--- src/rtl/i2c_wm_pkg.sv ---
`timescale 1ns/1ps
package i2c_wm_pkg;

   typedef enum logic [1:0] {
      ST_IDLE,
      ST_START,
      ST_BYTE,
      ST_STOP
   } seq_state_e;

   typedef enum logic [1:0] {
      BK_ADDR,
      BK_IADR,
      BK_DATA
   } byte_kind_e;

   localparam logic [1:0] SEL_CTRL = 2'd0;
   localparam logic [1:0] SEL_IADR = 2'd1;
   localparam logic [1:0] SEL_HOLD = 2'd2;
   localparam logic [1:0] SEL_IEN  = 2'd3;

   localparam int FLAG_W   = 3;
   localparam int BYTE_W   = 8;
   localparam int DEV_W    = 7;
   localparam int ACK_SLOT = 8;

endpackage

--- src/rtl/i2c_wm_sync.sv ---
`timescale 1ns/1ps
module i2c_wm_sync #(
   parameter int STAGES = 2
) (
   input  logic clk,
   input  logic rst_n,
   input  logic d_in,
   output logic d_out
);

   generate
      if (STAGES == 0) begin : g_bypass
         assign d_out = d_in;
      end else begin : g_chain
         logic [STAGES-1:0] ff;
         for (genvar i = 0; i < STAGES; i++) begin : g_st
            if (i == 0) begin : g_first
               always_ff @(posedge clk or negedge rst_n) begin
                  if (!rst_n) ff[i] <= 1'b1;
                  else        ff[i] <= d_in;
               end
            end else begin : g_next
               always_ff @(posedge clk or negedge rst_n) begin
                  if (!rst_n) ff[i] <= 1'b1;
                  else        ff[i] <= ff[i-1];
               end
            end
         end
         assign d_out = ff[STAGES-1];
      end
   endgenerate

endmodule

--- src/rtl/i2c_wm_regs.sv ---
`timescale 1ns/1ps
module i2c_wm_regs
   import i2c_wm_pkg::*;
(
   input  logic              clk,
   input  logic              rst_n,
   input  logic              we,
   input  logic [1:0]        sel,
   input  logic [BYTE_W-1:0] wdata,
   input  logic              start_pulse,
   input  logic              take_pulse,
   input  logic              nack_pulse,
   input  logic              done_pulse,
   output logic [DEV_W-1:0]  dev_addr,
   output logic              iadr_en,
   output logic [BYTE_W-1:0] iadr,
   output logic [BYTE_W-1:0] hold_data,
   output logic              hold_full,
   output logic              st_hold_empty,
   output logic              st_done,
   output logic              st_nack,
   output logic              irq
);

   logic [BYTE_W-1:0] ctrl_q, iadr_q, hold_q;
   logic [FLAG_W-1:0] ien_q;
   logic              full_q, done_q, nack_q;
   logic              hold_wr;

   assign hold_wr = we && (sel == SEL_HOLD);

   always_ff @(posedge clk or negedge rst_n) begin
      if (!rst_n) begin
         ctrl_q <= '0;
         iadr_q <= '0;
         hold_q <= '0;
         ien_q  <= '0;
         full_q <= 1'b0;
         done_q <= 1'b1;
         nack_q <= 1'b0;
      end else begin
         if (we && sel == SEL_CTRL) ctrl_q <= wdata;
         if (we && sel == SEL_IADR) iadr_q <= wdata;
         if (we && sel == SEL_IEN)  ien_q  <= wdata[FLAG_W-1:0];
         // a fresh write wins over a same-cycle take or discard
         if (hold_wr) begin
            hold_q <= wdata;
            full_q <= 1'b1;
         end else if (take_pulse || nack_pulse) begin
            full_q <= 1'b0;
         end
         if (start_pulse)     done_q <= 1'b0;
         else if (done_pulse) done_q <= 1'b1;
         if (start_pulse)     nack_q <= 1'b0;
         else if (nack_pulse) nack_q <= 1'b1;
      end
   end

   assign dev_addr      = ctrl_q[DEV_W-1:0];
   assign iadr_en       = ctrl_q[BYTE_W-1];
   assign iadr          = iadr_q;
   assign hold_data     = hold_q;
   assign hold_full     = full_q;
   assign st_hold_empty = ~full_q;
   assign st_done       = done_q;
   assign st_nack       = nack_q;
   assign irq           = |(ien_q & {nack_q, done_q, ~full_q});

   // holding-empty only falls after a holding write
   assert_hold_fill_R4: assert property (@(posedge clk) disable iff (!rst_n)
      $fell(st_hold_empty) |-> $past(hold_wr));

   // launching a START clears done
   assert_done_clear_R2: assert property (@(posedge clk) disable iff (!rst_n)
      start_pulse |=> !st_done);

   // a refused byte empties the holding register and raises nack
   assert_nack_discard_R6: assert property (@(posedge clk) disable iff (!rst_n)
      (nack_pulse && !hold_wr) |=> (st_hold_empty && st_nack));

endmodule

--- src/rtl/i2c_wm_seq.sv ---
`timescale 1ns/1ps
module i2c_wm_seq
   import i2c_wm_pkg::*;
#(
   parameter int QTR_CYC = 4
) (
   input  logic              clk,
   input  logic              rst_n,
   input  logic [DEV_W-1:0]  dev_addr,
   input  logic              iadr_en,
   input  logic [BYTE_W-1:0] iadr,
   input  logic [BYTE_W-1:0] hold_data,
   input  logic              hold_full,
   input  logic              sda_s,
   output logic              start_pulse,
   output logic              take_pulse,
   output logic              nack_pulse,
   output logic              done_pulse,
   output logic              scl_drive_low,
   output logic              sda_drive_low
);

   localparam int CNT_W = (QTR_CYC > 1) ? $clog2(QTR_CYC) : 1;
   localparam logic [CNT_W-1:0] CNT_LAST = CNT_W'(QTR_CYC - 1);
   localparam logic [3:0] ACK_IDX = 4'(ACK_SLOT);

   seq_state_e        st_q;
   byte_kind_e        kind_q;
   logic [CNT_W-1:0]  cnt_q;
   logic [1:0]        qph_q;
   logic [3:0]        bitn_q;
   logic [BYTE_W-1:0] sh_q;
   logic              ack_hi_q, sda_drv_q;

   logic tick, last_q, ack_end, want_iadr, bit_want;

   assign tick      = (st_q != ST_IDLE) && (cnt_q == CNT_LAST);
   assign last_q    = tick && (qph_q == 2'd3);
   assign ack_end   = last_q && (st_q == ST_BYTE) && (bitn_q == ACK_IDX);
   assign want_iadr = (kind_q == BK_ADDR) && iadr_en;
   assign bit_want  = (bitn_q == ACK_IDX) ? 1'b0 : ~sh_q[BYTE_W-1];

   assign start_pulse = (st_q == ST_IDLE) && hold_full;
   assign nack_pulse  = ack_end && ack_hi_q;
   assign take_pulse  = ack_end && !ack_hi_q && !want_iadr && hold_full;
   assign done_pulse  = last_q && (st_q == ST_STOP);

   always_ff @(posedge clk or negedge rst_n) begin
      if (!rst_n) begin
         st_q      <= ST_IDLE;
         kind_q    <= BK_ADDR;
         cnt_q     <= '0;
         qph_q     <= '0;
         bitn_q    <= '0;
         sh_q      <= '0;
         ack_hi_q  <= 1'b0;
         sda_drv_q <= 1'b0;
      end else if (st_q == ST_IDLE) begin
         cnt_q     <= '0;
         qph_q     <= '0;
         sda_drv_q <= 1'b0;
         if (hold_full) st_q <= ST_START;
      end else begin
         cnt_q <= tick ? '0 : cnt_q + 1'b1;
         if (tick) qph_q <= qph_q + 2'd1;
         // data line moves one quarter after the clock falls
         if (tick && qph_q == 2'd0) begin
            case (st_q)
               ST_START: sda_drv_q <= 1'b1;
               ST_BYTE:  sda_drv_q <= bit_want;
               ST_STOP:  sda_drv_q <= 1'b1;
               default:  sda_drv_q <= 1'b0;
            endcase
         end
         if (tick && qph_q == 2'd2 && st_q == ST_STOP) sda_drv_q <= 1'b0;
         if (tick && qph_q == 2'd2 && st_q == ST_BYTE && bitn_q == ACK_IDX)
            ack_hi_q <= sda_s;
         if (last_q) begin
            case (st_q)
               ST_START: begin
                  st_q   <= ST_BYTE;
                  bitn_q <= '0;
                  sh_q   <= {dev_addr, 1'b0};
                  kind_q <= BK_ADDR;
               end
               ST_BYTE: begin
                  if (bitn_q != ACK_IDX) begin
                     bitn_q <= bitn_q + 4'd1;
                     sh_q   <= {sh_q[BYTE_W-2:0], 1'b0};
                  end else if (ack_hi_q) begin
                     st_q <= ST_STOP;
                  end else if (want_iadr) begin
                     sh_q   <= iadr;
                     kind_q <= BK_IADR;
                     bitn_q <= '0;
                  end else if (hold_full) begin
                     sh_q   <= hold_data;
                     kind_q <= BK_DATA;
                     bitn_q <= '0;
                  end else begin
                     st_q <= ST_STOP;
                  end
               end
               ST_STOP: st_q <= ST_IDLE;
               default: st_q <= ST_IDLE;
            endcase
         end
      end
   end

   always_comb begin
      case (st_q)
         ST_START: scl_drive_low = (qph_q == 2'd3);
         ST_BYTE:  scl_drive_low = (qph_q < 2'd2);
         ST_STOP:  scl_drive_low = (qph_q < 2'd2);
         default:  scl_drive_low = 1'b0;
      endcase
   end

   assign sda_drive_low = sda_drv_q;

   // inside a byte the data line holds while the clock is released
   assert_sda_steady_R10: assert property (@(posedge clk) disable iff (!rst_n)
      (st_q == ST_BYTE && $past(st_q) == ST_BYTE && !scl_drive_low && !$past(scl_drive_low))
      |-> $stable(sda_drive_low));

   // master lets go of the data line in the acknowledge slot
   assert_ack_release_R11: assert property (@(posedge clk) disable iff (!rst_n)
      (st_q == ST_BYTE && bitn_q == ACK_IDX && qph_q != 2'd0) |-> !sda_drive_low);

   // a quiet bus is never pulled
   assert_idle_free_R1: assert property (@(posedge clk) disable iff (!rst_n)
      (st_q == ST_IDLE) |-> (!scl_drive_low && !sda_drive_low));

   // only a filled holding register is consumed
   assert_take_full_R4: assert property (@(posedge clk) disable iff (!rst_n)
      take_pulse |-> hold_full);

   // a refusal is followed by the STOP sequence
   assert_nack_stop_R6: assert property (@(posedge clk) disable iff (!rst_n)
      nack_pulse |=> (st_q == ST_STOP));

endmodule

--- src/rtl/i2c_wr_master.sv ---
`timescale 1ns/1ps
module i2c_wr_master
   import i2c_wm_pkg::*;
#(
   parameter int QTR_CYC     = 4,
   parameter int SYNC_STAGES = 2
) (
   input  logic       clk,
   input  logic       rst_n,
   input  logic       cfg_we,
   input  logic [1:0] cfg_sel,
   input  logic [7:0] cfg_wdata,
   input  logic       sda_in,
   output logic       scl_drive_low,
   output logic       sda_drive_low,
   output logic       st_hold_empty,
   output logic       st_done,
   output logic       st_nack,
   output logic       irq
);

   generate
      if (QTR_CYC < 2) begin : g_bad_qtr
         $error("QTR_CYC must be at least 2");
      end
      if (SYNC_STAGES < 0 || SYNC_STAGES >= QTR_CYC) begin : g_bad_sync
         $error("SYNC_STAGES must be non-negative and below QTR_CYC");
      end
   endgenerate

   logic [DEV_W-1:0]  dev_addr;
   logic [BYTE_W-1:0] iadr, hold_data;
   logic              iadr_en, hold_full, sda_s;
   logic              start_pulse, take_pulse, nack_pulse, done_pulse;

   i2c_wm_sync #(.STAGES(SYNC_STAGES)) u_sync (
      .clk   (clk),
      .rst_n (rst_n),
      .d_in  (sda_in),
      .d_out (sda_s)
   );

   i2c_wm_regs u_regs (
      .clk           (clk),
      .rst_n         (rst_n),
      .we            (cfg_we),
      .sel           (cfg_sel),
      .wdata         (cfg_wdata),
      .start_pulse   (start_pulse),
      .take_pulse    (take_pulse),
      .nack_pulse    (nack_pulse),
      .done_pulse    (done_pulse),
      .dev_addr      (dev_addr),
      .iadr_en       (iadr_en),
      .iadr          (iadr),
      .hold_data     (hold_data),
      .hold_full     (hold_full),
      .st_hold_empty (st_hold_empty),
      .st_done       (st_done),
      .st_nack       (st_nack),
      .irq           (irq)
   );

   i2c_wm_seq #(.QTR_CYC(QTR_CYC)) u_seq (
      .clk           (clk),
      .rst_n         (rst_n),
      .dev_addr      (dev_addr),
      .iadr_en       (iadr_en),
      .iadr          (iadr),
      .hold_data     (hold_data),
      .hold_full     (hold_full),
      .sda_s         (sda_s),
      .start_pulse   (start_pulse),
      .take_pulse    (take_pulse),
      .nack_pulse    (nack_pulse),
      .done_pulse    (done_pulse),
      .scl_drive_low (scl_drive_low),
      .sda_drive_low (sda_drive_low)
   );

endmodule

--- config.mk ---
export PLATFORM = sky130hd
export DESIGN_NAME = i2c_wr_master
export DESIGN_NICKNAME = d
export VERILOG_FILES = /design/src/rtl/i2c_wm_pkg.sv /design/src/rtl/i2c_wm_sync.sv /design/src/rtl/i2c_wm_regs.sv /design/src/rtl/i2c_wm_seq.sv /design/src/rtl/i2c_wr_master.sv
export SDC_FILE = /design/constraint.sdc
export NUM_CORES = 1
export LEC_CHECK = 0
export CELL_PAD_IN_SITES_DETAIL_PLACEMENT = 1
export CELL_PAD_IN_SITES_GLOBAL_PLACEMENT = 2
export CORE_MARGIN = 1.5
export CORE_UTILIZATION = 44
export CTS_BUF_LIST = sky130_fd_sc_hd__clkbuf_4 sky130_fd_sc_hd__clkbuf_8 sky130_fd_sc_hd__clkbuf_16
export DETAILED_ROUTE_END_ITERATION = 12
export PLACE_DENSITY = 0.9
export RECOVER_POWER = 100
export SYNTH_ARGS = -nofsm -noshare
export SYNTH_HDL_FRONTEND = slang
export SYNTH_SLANG_ARGS = --single-unit
--- constraint.sdc ---
create_clock -name clk -period 3.1 [get_ports clk]
set_input_delay 0.465 -clock clk [delete_from_list [all_inputs] [get_ports clk]]
set_output_delay 0.465 -clock clk [all_outputs]
set_load 0.05 [all_outputs]
==> impl_metrics.json, run 1 <==
{
  "status": "finished clean",
  "clock_sinks": 54,
  "ant_nets": 0,
  "layout.nets": 261,
  "ys_warn_count": 0,
  "grt_overflow_total": 0,
  "fill_cells": 613,
  "post-cts-setup-buffers": 0,
  "syn_nets": 239,
  "cts_root_buf": "clkbuf_8",
  "synth_cells": 214,
  "dr.first_iter.drc_count": 81,
  "finalSetupViolations": 0,
  "final-hold-violation-count": 0,
  "crit_path_frequent_cell": "nor2_1",
  "slowest_stage": "clkbuf_1",
  "die_area_um2": 6730,
  "setup_tns_ps": 0,
  "p_sw_frac": 0.236,
  "synth-compound-area-share": 0.0829,
  "avgSynthCellArea_um2": 12.8,
  "wl_per_cell_um": 18.1,
  "power.density_nw_per_um2": 494,
  "clk_pin_slew_ps": 100,
  "pwr-share-comb": 0.125,
  "synth_fa_ha_area_frac": 0.0501,
  "met2WireLength_mm": 2.81,
  "first_pass_iters": 4,
  "area_growth_pct": 11.0,
  "crit_buf_inv": 3,
  "antenna_found_initial": 0,
  "placed_cells": 304,
  "ys_ff_latch": 54,
  "regArea_um2": 1360,
  "core.rowCount": 28,
  "route.vias.total": 1723,
  "arrival_ps": 2130,
  "synth_mux_area_frac": 0.245,
  "cp_num_cells": 8,
  "utilization": 0.509,
  "wl_mm": 5.63,
  "yosysUniqueCellTypes": 46,
  "fp.dieH_um": 82.0,
  "diodes": 0,
  "fin_crit_sh": 0.836,
  "worst_slew_pin_slew_ps": 1350,
  "multi_input_area_um2": 1240,
  "io_buffers": 19,
  "critPathMaxStageDelay_ps": 470,
  "r2r_cells": 5,
  "cts_buffers": 5,
  "grt_max_degree": 55,
  "cts_tree": "built",
  "holdBufCountCts": 0,
  "p_sw_w": 0.000356,
  "synth_simple_gate_area_frac": 0.0874,
  "h-tree-depth": 2,
  "r2r-end": "u_seq.sh_q[7]",
  "crit_family": "buffers and inverters",
  "drcViolationCount": 0,
  "slew_headroom": 0.0995,
  "dr_wl_met3_um": 109,
  "clock.fmax_mhz": 386,
  "start_util": 0.459,
  "grt.total_usage": 0.192,
  "clock_path_buffers": 2,
  "cp-end-kind": "primary output",
  "synth_top_family_by_area": "multiplexers",
  "path_max_fanout": 17,
  "clkPwrFrac": 0.324,
  "ir_drop_uv": 420,
  "required_ps": 2630,
  "reg2reg_slack_ps": 580,
  "die_w_um": 82.0,
  "cts_resized": 0,
  "drt-vias-per-instance": 5.52,
  "core_um2": 5990,
  "path_class": "flop to primary output",
  "synth_xor_area_frac": 0.00319,
  "p_int_w": 0.00115,
  "dpl.hpwl_mm": 4.02,
  "seq_area_frac_synth": 0.493,
  "endpoint": "scl_drive_low",
  "final_common_cell": "dfrtp_1",
  "grt_pass1_vias": 1909,
  "netlist_area_um2": 2750,
  "clk-insertion-delay-late_ps": 310,
  "rsz0062_at_grt": "false",
  "highest_layer": "met4",
  "crit_chain": "inv_1 -> ha_1 -> buf_4 -> nor2_1 -> nor2_1 -> a21oi_1 -> nor2_1 -> clkbuf_1",
  "fin_skew_ps": 16.7,
  "reg2reg_from": "u_seq.st_q[0]",
  "hold_class": "flop to flop",
  "io_pins": 20,
  "grt_pass1_wl_mm": 9.53,
  "drive_above_1_share": 0.207,
  "met1_length_mm": 2.65,
  "slew_viol_final": 0,
  "critical_path.startpoint": "u_seq.st_q[0]",
  "layout_common_cells": "51 x dfrtp_1, 28 x mux2_2, 24 x mux2i_1",
  "period_minus_slack_ps": 2590,
  "fin_cells": 312,
  "cap_violations": 0,
  "leakagePower_nw": 1.45,
  "routabilityCongestion": 0.740,
  "seq_power_share": 0.551,
  "start_kind": "flop"
}
[area by class of cell]
type,count,share of cell area
clock buffer,7,0.0275
clock inverter,1,0.00984
inverter,13,0.0160
multi-input combinational,140,0.406
sequential,54,0.444
tap,75,0.0308
timing repair buffer,22,0.0652
[registers in the layout, summed over array words and instances (netlist names)]
register             cells
u_regs.ctrl_q            8
u_regs.hold_data         8
u_regs.hold_full         1
u_regs.iadr              8
u_regs.ien_q             3
u_regs.st_done           1
u_regs.st_nack           1
u_seq.ack_hi_q           1
u_seq.bitn_q             4
u_seq.cnt_q              2
u_seq.kind_q             2
u_seq.qph_q              2
u_seq.sda_drive_low      1
u_seq.sh_q               8
u_seq.st_q               2
u_sync.d_out             1
u_sync.g_chain.ff        1
[cells in the mapped netlist (all sizes together)]
| master | n | area (um^2) |
|---|---|---|
| o2bb2ai | 1 | 8.76 |
| buf | 6 | 53.8 |
| o221ai | 1 | 8.76 |
| and3b | 3 | 27.5 |
| a22o | 1 | 8.76 |
| dfrtp | 51 | 1280 |
| a21oi | 5 | 28.8 |
| nor4 | 1 | 6.26 |
| o21a | 1 | 7.51 |
| ha | 11 | 138 |
| nor4b | 1 | 8.76 |
| a211oi | 1 | 7.51 |
| a311oi | 1 | 8.76 |
| mux2i | 24 | 240 |
| o21bai | 2 | 26.3 |
| inv | 13 | 48.8 |
| o22ai | 2 | 12.5 |
| nor2b | 1 | 6.26 |
| mux2 | 36 | 432 |
| nand3b | 3 | 22.5 |
| a31oi | 5 | 31.3 |
| nand2 | 7 | 33.8 |
| xnor2 | 1 | 8.76 |
| o311ai | 1 | 8.76 |
| o21ai | 4 | 20.0 |
| nor3b | 4 | 40.0 |
| nand3 | 4 | 20.0 |
| nor2 | 8 | 30.0 |
| o22a | 1 | 10.0 |
| a22oi | 1 | 7.51 |
| a32o | 1 | 10.0 |
| o31ai | 2 | 15.0 |
| clkbuf | 1 | 3.75 |
| dfstp | 3 | 78.8 |
| nor3 | 3 | 15.0 |
| and3 | 1 | 6.26 |
| a21o | 1 | 7.51 |
| nand4b | 1 | 23.8 |
[worst min path at each step]
stage,startpoint,endpoint,slack [ps],cells after the start
CTS,rst_n,u_seq.cnt_q[0],290,2
global route,u_sync.g_chain.ff[0],u_sync.d_out,360,0
floorplan,rst_n,u_regs.ctrl_q[0],170,0
finish,u_sync.g_chain.ff[0],u_sync.d_out,360,0
global placement,u_sync.g_chain.ff[0],u_sync.d_out,350,0
detailed placement,u_sync.g_chain.ff[0],u_sync.d_out,360,0
[metrics by stage]
step | setup WS, ps | instance area (um^2) | power, W | hold WS (ps)
floorplan | 793 | 2750 | 0.000967 | 169
global placement | 737 | 2990 | 0.00103 | 347
detailed placement | 671 | 2990 | 0.00104 | 357
CTS | 632 | 3100 | 0.00154 | 294
global route | 366 | 3050 | 0.00157 | 360
finish | 507 | 3050 | 0.00151 | 361
[logic make-up after synthesis]
logic type / count (synthesis)
AO/OA/AOI/OAI: 31
XOR/XNOR: 1
adder cells (fa/ha/maj): 11
buffers and inverters: 20
flip-flops: 54
multiplexers: 60
AND/OR/NAND/NOR: 37
[power groups by stage]
stage	clock network, W	registers, W	logic (W)
5_1_grt	0.000525	0.000841	0.000207
3_5_place_dp	0	0.000844	0.000201
3_3_place_gp	0	0.000837	0.000190
6_report	0.000489	0.000830	0.000188
4_1_cts	0.000503	0.000831	0.000202
2_1_floorplan	0	0.000826	0.000140
[routing by layer]
metal  GRT usage  vias to the layer above
met3      0.0333                        4
li1            -                      815
met2       0.325                       18
met4      0.0610                        0
met5           0                        -
met1       0.250                      886
No activity file was read; power rests on OpenSTA's default activity.
==> run 2, diff against run 1 <==
--- a/config.mk
+++ b/config.mk
@@ -8,10 +8,10 @@
 export CELL_PAD_IN_SITES_DETAIL_PLACEMENT = 1
 export CELL_PAD_IN_SITES_GLOBAL_PLACEMENT = 2
 export CORE_MARGIN = 1.5
-export CORE_UTILIZATION = 44
+export CORE_UTILIZATION = 41
 export CTS_BUF_LIST = sky130_fd_sc_hd__clkbuf_4 sky130_fd_sc_hd__clkbuf_8 sky130_fd_sc_hd__clkbuf_16
 export DETAILED_ROUTE_END_ITERATION = 12
-export PLACE_DENSITY = 0.9
+export PLACE_DENSITY = 0.86
 export RECOVER_POWER = 100
 export SYNTH_ARGS = -nofsm -noshare
 export SYNTH_HDL_FRONTEND = slang
==> constraint.sdc (replaced) <==
create_clock -name clk -period 2.6 [get_ports clk]
set_input_delay 0.39 -clock clk [delete_from_list [all_inputs] [get_ports clk]]
set_output_delay 0.39 -clock clk [all_outputs]
set_load 0.05 [all_outputs]
==> run 2 against run 1 <==
- clock power is 17% higher
- non-clock buffer count rose by 3
- clock skew decreased by 4.5 ps
- highest routed layer unchanged
==> impl_metrics.json, run 2 (same netlist as run 1, synthesis figures left out) <==
{
  "cap_violations": 0,
  "slowest_stage": "dlygate4sd3_1",
  "fin_cells": 317,
  "final-hold-violation-count": 0,
  "pwr-share-comb": 0.125,
  "p_int_w": 0.00136,
  "area_growth_pct": 11.2,
  "cts_root_buf": "clkbuf_8",
  "rsz0062_at_grt": "false",
  "cts_resized": 0,
  "reg2reg_from": "u_seq.st_q[0]",
  "crit_buf_inv": 1,
  "clock_sinks": 54,
  "antenna_found_initial": 0,
  "r2r-end": "u_seq.sh_q[4]",
  "cts_tree": "built",
  "path_class": "flop to primary output",
  "hold_class": "input pin to asynchronous set/reset pin",
  "layout.nets": 264,
  "dpl.hpwl_mm": 3.92,
  "die_area_um2": 7200,
  "worst_slew_pin_slew_ps": 1230,
  "clk-insertion-delay-late_ps": 310,
  "io_buffers": 19,
  "clk_pin_slew_ps": 100,
  "clock.fmax_mhz": 431,
  "fp.dieH_um": 84.9,
  "cts_buffers": 5,
  "drive_above_1_share": 0.204,
  "p_sw_w": 0.000420,
  "start_kind": "flop",
  "crit_chain": "a22oi_1 -> o21ai_0 -> dlygate4sd3_1",
  "slew_viol_final": 0,
  "clock_path_buffers": 2,
  "setup_tns_ps": 0,
  "crit_family": "buffers and inverters",
  "wl_mm": 5.32,
  "required_ps": 2210,
  "finalSetupViolations": 0,
  "dr.first_iter.drc_count": 84,
  "critPathMaxStageDelay_ps": 890,
  "preCtsSetupSlack_ps": 645,
  "core_um2": 6420,
  "leakagePower_nw": 1.45,
  "utilization": 0.476,
  "grt_overflow_total": 0,
  "arrival_ps": 1930,
  "clkPwrFrac": 0.320,
  "grt_pass1_vias": 1859,
  "post-cts-setup-buffers": 0,
  "drcViolationCount": 0,
  "drt-vias-per-instance": 5.46,
  "critical_path.startpoint": "u_regs.st_done",
  "start_util": 0.428,
  "fin_crit_sh": 0.892,
  "r2r_cells": 6,
  "power.density_nw_per_um2": 583,
  "setup_slack_ps": 280,
  "layout_common_cells": "51 x dfrtp_1, 29 x mux2_2, 24 x mux2i_1",
  "ant_nets": 0,
  "first_pass_iters": 4,
  "grt_max_degree": 32,
  "ir_drop_uv": 368,
  "p_sw_frac": 0.236,
  "slew_headroom": 0.179,
  "core.rowCount": 29,
  "seq_power_share": 0.556,
  "path_max_fanout": 4,
  "diodes": 0,
  "h-tree-depth": 2,
  "fin_skew_ps": 12.2,
  "routabilityCongestion": 0.747,
  "holdBufCountCts": 0,
  "endpoint": "irq",
  "die_w_um": 84.9,
  "wl_per_cell_um": 16.8,
  "grt.total_usage": 0.166,
  "period_minus_slack_ps": 2320,
  "final_common_cell": "dfrtp_1",
  "cp_num_cells": 3,
  "io_pins": 20,
  "route.vias.total": 1730,
  "reg2reg_slack_ps": 410,
  "cp-end-kind": "primary output",
  "grt_pass1_wl_mm": 9.30,
  "status": "finished clean",
  "placed_cells": 309
}
[run 2: per-layer routing]
layer / track usage / wire length, um / up-vias
li1: - / - / 824
met1: 0.211 / 2480 / 881
met2: 0.289 / 2670 / 20
met3: 0.0321 / 122 / 5
met4: 0.0492 / 53 / 0
met5: 0 / 0 / -
[run 2: how the worst min path moves through the flow]
| stage | depth (start not counted) | to | startpoint |
|---|---|---|---|
| 3_3_place_gp | 0 | u_sync.d_out | u_sync.g_chain.ff[0] |
| 4_1_cts | 1 | u_regs.st_nack | rst_n |
| 5_1_grt | 0 | u_sync.d_out | u_sync.g_chain.ff[0] |
| 3_5_place_dp | 0 | u_sync.d_out | u_sync.g_chain.ff[0] |
| 6_report | 1 | u_regs.st_nack | rst_n |
| 2_1_floorplan | 0 | u_regs.ctrl_q[0] | rst_n |
[run 2: final cells by class]
| type | instances | area (um^2) |
|---|---|---|
| timing repair buffer | 25 | 210 |
| sequential | 54 | 1360 |
| clock buffer | 6 | 76.3 |
| clock inverter | 2 | 37.5 |
| fill | 684 | 3370 |
| inverter | 13 | 48.8 |
| tap | 77 | 96.3 |
| multi-input combinational | 140 | 1230 |
[run 2: power groups by stage]
stage               clock network, W  logic [W]  registers, W
global placement                   0   0.000236       0.00100
global route                0.000620   0.000248       0.00100
floorplan                          0   0.000167      0.000985
finish                      0.000570   0.000222      0.000990
detailed placement                 0   0.000242       0.00101
CTS                         0.000592   0.000241      0.000992
[run 2: stage by stage]
| stage | hold WS (ps) | power [W] | instance area (um^2) |
|---|---|---|---|
| floorplan | 94.4 | 0.00115 | 2750 |
| global placement | 349 | 0.00124 | 3040 |
| detailed placement | 353 | 0.00125 | 3040 |
| CTS | 65.2 | 0.00182 | 3150 |
| global route | 367 | 0.00187 | 3060 |
| finish | 310 | 0.00178 | 3060 |
